==> src/rtl/phy_creg_pkg.sv <==
package phy_creg_pkg;

    localparam int HOST_W  = 32;
    localparam int OFFS_W  = 6;
    localparam int NUM_OPS = 4;

    // host byte offsets
    localparam logic [OFFS_W-1:0] OFF_MODE = 6'h04;
    localparam logic [OFFS_W-1:0] OFF_DIN  = 6'h0C;
    localparam logic [OFFS_W-1:0] OFF_DOUT = 6'h10;
    localparam logic [OFFS_W-1:0] OFF_CAPA = 6'h14;
    localparam logic [OFFS_W-1:0] OFF_CAPD = 6'h18;
    localparam logic [OFFS_W-1:0] OFF_RD   = 6'h1C;
    localparam logic [OFFS_W-1:0] OFF_WR   = 6'h20;

    typedef enum logic [1:0] {
        OP_CAPA = 2'd0,
        OP_CAPD = 2'd1,
        OP_RD   = 2'd2,
        OP_WR   = 2'd3
    } cmd_op_e;

    typedef enum logic [1:0] {
        ST_IDLE = 2'd0,
        ST_PRE  = 2'd1,   // discard read strobe
        ST_GAP  = 2'd2,   // strobe low between the two reads
        ST_MAIN = 2'd3    // strobe that finishes the command
    } seq_state_e;

    typedef struct packed {
        logic    hit;
        cmd_op_e op;
    } cmd_dec_t;

    function automatic cmd_dec_t decode_cmd(input logic [OFFS_W-1:0] offs);
        cmd_dec_t d;
        d.hit = 1'b1;
        d.op  = OP_CAPA;
        case (offs)
            OFF_CAPA: d.op = OP_CAPA;
            OFF_CAPD: d.op = OP_CAPD;
            OFF_RD:   d.op = OP_RD;
            OFF_WR:   d.op = OP_WR;
            default:  d.hit = 1'b0;
        endcase
        return d;
    endfunction

endpackage

==> src/rtl/creg_host_regs.sv <==
module creg_host_regs
    import phy_creg_pkg::*;
#(
    parameter int DATA_W = 16
) (
    input  logic              clk,
    input  logic              rst,
    input  logic              host_we,
    input  logic              host_re,
    input  logic [OFFS_W-1:0] host_addr,
    input  logic [HOST_W-1:0] host_wdata,
    input  logic              busy,
    input  cmd_op_e           cur_op,
    input  logic [DATA_W-1:0] dout,
    output logic [DATA_W-1:0] data_in,
    output logic              dbl_mode,
    output logic              start,
    output cmd_op_e           start_op,
    output logic [HOST_W-1:0] host_rdata
);

    localparam int PAD_W = HOST_W - DATA_W;

    cmd_dec_t wr_dec;
    cmd_dec_t rd_dec;
    logic     unused_hi;

    assign unused_hi = ^host_wdata[HOST_W-1:DATA_W];
    assign wr_dec    = decode_cmd(host_addr);
    assign rd_dec    = decode_cmd(host_addr);

    assign start    = host_we && wr_dec.hit && host_wdata[0];
    assign start_op = wr_dec.op;

    always_ff @(posedge clk) begin
        if (rst) begin
            data_in  <= '0;
            dbl_mode <= 1'b0;
        end else if (host_we) begin
            if (host_addr == OFF_DIN)  data_in  <= host_wdata[DATA_W-1:0];
            if (host_addr == OFF_MODE) dbl_mode <= host_wdata[0];
        end
    end

    always_comb begin
        host_rdata = '0;
        if (host_re) begin
            if (rd_dec.hit) begin
                host_rdata[0] = busy && (cur_op == rd_dec.op);
            end else begin
                case (host_addr)
                    OFF_DIN:  host_rdata = {{PAD_W{1'b0}}, data_in};
                    OFF_DOUT: host_rdata = {{PAD_W{1'b0}}, dout};
                    OFF_MODE: host_rdata[0] = dbl_mode;
                    default:  host_rdata = '0;
                endcase
            end
        end
    end


    din_hold_chk: assert property (@(posedge clk) disable iff (rst)
        !(host_we && host_addr == OFF_DIN) |=> $stable(data_in));

endmodule

==> src/rtl/creg_seq.sv <==
module creg_seq
    import phy_creg_pkg::*;
#(
    parameter int DATA_W = 16
) (
    input  logic               clk,
    input  logic               rst,
    input  logic               start,
    input  cmd_op_e            start_op,
    input  logic               dbl_mode,
    input  logic               phy_ack,
    input  logic [DATA_W-1:0]  phy_rdata,
    output logic               busy,
    output cmd_op_e            cur_op,
    output logic [NUM_OPS-1:0] strobe_vec,
    output logic [DATA_W-1:0]  dout
);

    seq_state_e state_q;
    cmd_op_e    op_q;
    logic       strobe_on;

    assign busy      = (state_q != ST_IDLE);
    assign cur_op    = op_q;
    assign strobe_on = (state_q == ST_PRE) || (state_q == ST_MAIN);

    always_ff @(posedge clk) begin
        if (rst) begin
            state_q <= ST_IDLE;
            op_q    <= OP_CAPA;
            dout    <= '0;
        end else begin
            case (state_q)
                ST_IDLE: begin
                    if (start) begin
                        op_q    <= start_op;
                        state_q <= (start_op == OP_RD && dbl_mode) ? ST_PRE : ST_MAIN;
                    end
                end
                ST_PRE: begin
                    if (phy_ack) state_q <= ST_GAP;
                end
                ST_GAP: begin
                    state_q <= ST_MAIN;
                end
                ST_MAIN: begin
                    if (phy_ack) begin
                        state_q <= ST_IDLE;
                        if (op_q == OP_RD) dout <= phy_rdata;
                    end
                end
                default: state_q <= ST_IDLE;
            endcase
        end
    end

    for (genvar g = 0; g < NUM_OPS; g++) begin : g_strobe
        assign strobe_vec[g] = strobe_on && (op_q == cmd_op_e'(g));
    end


    strobe_hold_chk: assert property (@(posedge clk) disable iff (rst)
        (strobe_on && !phy_ack) |=> (strobe_on && $stable(op_q)));


    ack_release_chk: assert property (@(posedge clk) disable iff (rst)
        (strobe_on && phy_ack) |=> !strobe_on);


    single_strobe_chk: assert property (@(posedge clk) disable iff (rst)
        $onehot0(strobe_vec));


    busy_ignore_chk: assert property (@(posedge clk) disable iff (rst)
        (busy && start) |=> $stable(op_q));


    discard_keep_chk: assert property (@(posedge clk) disable iff (rst)
        (state_q == ST_PRE) |=> $stable(dout));

endmodule

==> src/rtl/phy_creg_bridge.sv <==
module phy_creg_bridge
    import phy_creg_pkg::*;
#(
    parameter int DATA_W = 16
) (
    input  logic              clk,
    input  logic              rst,
    input  logic              host_we,
    input  logic              host_re,
    input  logic [5:0]        host_addr,
    input  logic [31:0]       host_wdata,
    output logic [31:0]       host_rdata,
    output logic [DATA_W-1:0] phy_din,
    output logic              phy_cap_addr,
    output logic              phy_cap_data,
    output logic              phy_rd,
    output logic              phy_wr,
    input  logic [DATA_W-1:0] phy_dout,
    input  logic              phy_ack
);

    logic               busy;
    cmd_op_e            cur_op;
    logic [DATA_W-1:0]  dout;
    logic [DATA_W-1:0]  data_in;
    logic               dbl_mode;
    logic               start;
    cmd_op_e            start_op;
    logic [NUM_OPS-1:0] strobe_vec;

    creg_host_regs #(.DATA_W(DATA_W)) regs_i (
        .clk       (clk),
        .rst       (rst),
        .host_we   (host_we),
        .host_re   (host_re),
        .host_addr (host_addr),
        .host_wdata(host_wdata),
        .busy      (busy),
        .cur_op    (cur_op),
        .dout      (dout),
        .data_in   (data_in),
        .dbl_mode  (dbl_mode),
        .start     (start),
        .start_op  (start_op),
        .host_rdata(host_rdata)
    );

    creg_seq #(.DATA_W(DATA_W)) seq_i (
        .clk       (clk),
        .rst       (rst),
        .start     (start),
        .start_op  (start_op),
        .dbl_mode  (dbl_mode),
        .phy_ack   (phy_ack),
        .phy_rdata (phy_dout),
        .busy      (busy),
        .cur_op    (cur_op),
        .strobe_vec(strobe_vec),
        .dout      (dout)
    );

    assign phy_din      = data_in;
    assign phy_cap_addr = strobe_vec[OP_CAPA];
    assign phy_cap_data = strobe_vec[OP_CAPD];
    assign phy_rd       = strobe_vec[OP_RD];
    assign phy_wr       = strobe_vec[OP_WR];

endmodule

==> config.mk <==
export PLATFORM = sky130hd
export DESIGN_NAME = phy_creg_bridge
export DESIGN_NICKNAME = d
export VERILOG_FILES = /design/src/rtl/phy_creg_pkg.sv /design/src/rtl/creg_host_regs.sv /design/src/rtl/creg_seq.sv /design/src/rtl/phy_creg_bridge.sv
export SDC_FILE = /design/constraint.sdc
export NUM_CORES = 1
export LEC_CHECK = 0
export ABC_AREA = 1
export BUFFER_PORTS_ARGS = -buffer_cell sky130_fd_sc_hd__buf_2
export CORE_AREA = 2 2 67 69
export CTS_BUF_LIST = sky130_fd_sc_hd__clkbuf_8
export DETAILED_ROUTE_END_ITERATION = 8
export DIE_AREA = 0 0 69 71
export PLACE_DENSITY_LB_ADDON = 0.05
export SYNTH_ARGS = -nofsm -noshare
export SYNTH_HDL_FRONTEND = slang
export SYNTH_SLANG_ARGS = --single-unit
==> constraint.sdc <==
create_clock -name clk -period 2.9 [get_ports clk]
set_input_delay 0.29 -clock clk [delete_from_list [all_inputs] [get_ports clk]]
set_output_delay 0.29 -clock clk [all_outputs]
set_load 0.02 [all_outputs]
After elaboration in Yosys (flattened, before gate mapping)
Index checks and enable logic that the tools add are counted.

Eq/ne operators: 18. Muxes and demuxes: 12. Reduce and logical (&&, ||, !) cells: 18.

Operators by type and width (number): two-way mux 32 bit (1); case mux 15 bit (2 select lines) (1); equality test 6 x 5 -> 1 bit, second input constant (4); two-way mux 15 bit (1); equality test 2 bit, second input constant (5); logical AND 1 bit (8); two-way mux 2 bit (4); case mux 2 bit (4 select lines) (1); equality test 6 x 3 -> 1 bit, second input constant (1); equality test 6 x 4 -> 1 bit, second input constant (1); equality test 6 bit, second input constant (1); inequality test 2 bit, second input constant (3); case mux 2 bit (3 select lines) (1); AND reduction 2 bit (3); AND reduction 3 bit (2); equality test 2 x 1 -> 1 bit, second input constant (2); zero test 2 bit (2); OR reduction 4 bit (1); case mux 1 bit (3 select lines) (1); equality test 2 bit (1); two-way mux 1 bit (2); nonzero test 2 bit (1); logical OR 1 bit (1).

Bits in registers: 37. Output and inout port bits: 52.

Longest topological paths before layout
Depth in word-level cells: 7. Mapped depth: 9. Gate-level depth less buffers: 9.

Cells and area by module
From an unflattened synthesis, not the netlist that was laid out.

Cells, all modules: 292. Area, all modules: 2094.5 µm².

By module, submodules not included: creg_host_regs (instances 1, cells each 173, area each 1218.7 µm², sequential area each 340.3 µm²); creg_seq (instances 1, cells each 119, area each 875.8 µm², sequential area each 400.4 µm²).

Worst setup path before layout
Ideal clock, no wire load.

Kind: input -> output. Start point: input port host_addr[1]. End point: output port host_rdata[10]. Arrival time: 1.292 ns. Path slack: 1.318 ns. Cell stages on the path: 6. Path through: nor2_2 -> nand2_1 -> nor2_2 -> buf_4 -> a22oi_1 -> nor2_1.

Longest elaborated chain between the ends: 5. Elaborated cells on any way between the ends: 11. Those cells by class: eq/ne: 6; mux: 4; reduce/logical: 1.

RTL lines: start: declaration (RTL line phy_creg_bridge.sv:10) `input logic [5:0] host_addr,`; equality test 6 x 5 -> 1 bit / equality test 6 bit (equally long branches) (RTL line phy_creg_pkg.sv:39) `case (offs)`; OR reduction 4 bit (no source line); two-way mux 1 bit (RTL line phy_creg_pkg.sv:39); two-way mux 15 bit * (RTL line creg_host_regs.sv:48) `if (rd_dec.hit) begin`; two-way mux 32 bit * (RTL line creg_host_regs.sv:47) `if (host_re) begin`; end: declaration (RTL line phy_creg_bridge.sv:12) `output logic [31:0] host_rdata,`.

Mark *: on every way between the ends. The rest lies on a longest branch, timed or not.

Worst setup path in the final report
Start point: input port host_addr[5]. End point: output port host_rdata[0].

Longest elaborated chain between the ends: 6. Elaborated cells on any way between the ends: 15. Those cells by class: eq/ne: 8; mux: 5; reduce/logical: 2.

RTL lines: equality test 6 bit / equality test 6 x 5 -> 1 bit (equally long branches) (RTL line phy_creg_pkg.sv:39); case mux 2 bit (3 select lines) (RTL line phy_creg_pkg.sv:39); equality test 2 bit (RTL line creg_host_regs.sv:49) `host_rdata[0] = busy && (cur_op == rd_dec.op);`; logical AND 1 bit (RTL line creg_host_regs.sv:49); two-way mux 1 bit * (RTL line creg_host_regs.sv:48); two-way mux 32 bit * (RTL line creg_host_regs.sv:47).

Marked as above.

==> run metrics <==
Max-Cap Viols 0; area of the core 4200 um^2; share of cells above drive strength 1 0.274; final setup violation count 0; Final nets 420; total grt overflow 0; maximum VDD drop 0.000353 V; Iter 0 DRT Violations 82; status complete, no violations; Max Fanout on Critical Path 18; Root Buffer clkbuf_8; CTS Hold Bufs 0; Sum Neg Setup Slack 0 ns; register area share after synthesis 0.373; clock latency on the worst-skew pair 0.28 ns; Site Rows 24; final hold violation count 0; register area 741 um^2; Final ANT Viol Nets 0; number of I/O pins 111; post-layout util 0.577; largest net degree at the start of global routing 37; ANT cells 0; die footprint 4900 um^2; Synth Area per Inst 7.01 um^2; cells after synthesis 283; FF+latch count, synth 37; ys flop type dfxtp_1; Distinct cells, synth 27; DRC 0; CTS tree built; WL/cell 12.7 um; post-CTS setup buffer count 0; number of global-route vias before repair 1914; Tmin final 2.00 ns; CP required 2.61 ns; Die Wd 69 um; first-pass GRT wire length 8470 um; period utilization 0.690; gr usage total 0.213; number of flops mapped to enable cells by yosys 0; CTS Sinks 37; CP Capture Type output pin; multi-input logic area 1040 um^2; CP Class input pin to output pin; f_max 500 MHz; vias 2035; initial antenna violation count 0; total routed wirelength 5200 um; post-CTS sizing 0; pwr dens 484 nW/um^2; crit start category input pin; clk slew on worst S/H paths 0.07 ns; Slew Limit Headroom 0.347; CTS Buffer Depth 2; ys async rst share 0; clock skew 0.00212 ns; router iterations before antenna repair 4; starting density of the core 0.472; cts bufs inserted 5; final slew viol count 0; Vias/cell 4.96; htree depth 2; gpl congestion 0.789; Hold WC Path Type input pin to flip-flop; post-DP HPWL 3600 um; RSZ-0062 raised after global routing no; # port buffers 78; YS warnings 0; Worst-Margin Slew 0.978 ns; Synth Cell Area 1980 um^2; Die Ht 71 um; Syn-to-layout area delta 22.3%; total leakage power 1.25 nW; CP Data Arrival Time 1.71 ns; fillcell total 441
## through the flow
| stage | total power [mW] | hold slack (ns) | cell area, um^2 | cells | setup slack (ns) |
|---|---|---|---|---|---|
| after global placement | 0.791 | 0.454 | 2320 | 402 | 0.913 |
| after detailed placement | 0.793 | 0.457 | 2320 | 402 | 0.889 |
| after CTS | 1.19 | 0.164 | 2430 | 410 | 0.887 |
| final | 1.17 | 0.170 | 2430 | 410 | 0.899 |
| after global routing | 1.24 | 0.169 | 2430 | 410 | 0.727 |
| after floorplan | 0.737 | 0.352 | 2040 | 298 | 1.32 |
## state kept, by name, summed over array words and instances, names as in the netlist
signal,cells
regs_i.data_in,16
seq_i.dout,16
seq_i.cur_op,2
seq_i.state_q,2
regs_i.dbl_mode,1
## worst max-delay path, stage by stage
cell	delay (ns)
buf_2	0.13
nor2_1	0.26
nand2_4	0.23
inv_2	0.32
nand2_1	0.09
nand3_1	0.08
nand2_1	0.05
o21ai_1	0.08
buf_2	0.18
## area by class of cell
class / instances / share of cell area
Multi-Input combinational cell: 213 / 0.430
Sequential cell: 37 / 0.305
Timing Repair Buffer: 79 / 0.164
Clock buffer: 7 / 0.0397
Inverter: 21 / 0.0325
Tap cell: 52 / 0.0268
Clock inverter: 1 / 0.00206
## synth_stat cells (3+ instances only)
| cell | n | share of area |
|---|---|---|
| nor2_1 | 73 | 0.14 |
| dfxtp_1 | 37 | 0.37 |
| nand2_1 | 25 | 0.047 |
| nor3_1 | 19 | 0.048 |
| o21ai_0 | 19 | 0.048 |
| buf_4 | 18 | 0.068 |
| inv_1 | 18 | 0.034 |
| o21ai_1 | 17 | 0.043 |
| a22oi_1 | 14 | 0.053 |
| nand3_1 | 9 | 0.023 |
| clkbuf_1 | 6 | 0.011 |
| nand4_1 | 5 | 0.016 |
| ha_1 | 4 | 0.025 |
| inv_2 | 3 | 0.0057 |
## path summary, 6_finish.rpt
| kind | slack, ns | startpoint | cells after the start | to |
|---|---|---|---|---|
| max | 0.90 | host_addr[5] | 9 | host_rdata[0] |
| min | 0.17 | rst | 2 | regs_i.data_in[0] |
| max reg2reg | 1.01 | seq_i.state_q[0] | 5 | seq_i.dout[11] |
| min reg2reg | 0.47 | regs_i.dbl_mode | 2 | regs_i.dbl_mode |
## cells in the final DEF, fill, tap and decap left out, types with 14 or more instances in the layout
master	count
dfxtp_1	37
nor2_1	73
a22oi_1	14
o21ai_1	17
buf_2	78
o21ai_0	19
conb_1	16
nor3_1	19
nand2_1	25
inv_1	18
## routing by layer
layer	part of all wire	global-route usage	vias to the layer above
li1	-	-	1044
met1	0.45	0.262	928
met2	0.50	0.372	59
met3	0.050	0.0513	4
met4	0.0079	0.0610	0
met5	0	0	-
## report_power, final
group / total (mW) / internal [mW] / switching, mW
logic: 0.241 / 0.0839 / 0.158
clock network: 0.393 / 0.215 / 0.178
registers: 0.540 / 0.524 / 0.0156
total: 1.17 / 0.823 / 0.352
## kinds of logic (layout without fill, tap and decap cells)
| family | after synthesis | in the layout | synth area share |
|---|---|---|---|
| compound gates | 54 | 54 | 0.158 |
| buf+inv | 48 | 108 | 0.130 |
| fa+ha+maj | 4 | 4 | 0.0252 |
| flops | 37 | 37 | 0.373 |
| other cells | 1 | 16 | 0.00189 |
| simple gates | 139 | 139 | 0.311 |
No activity file was read; power rests on OpenSTA's default activity.
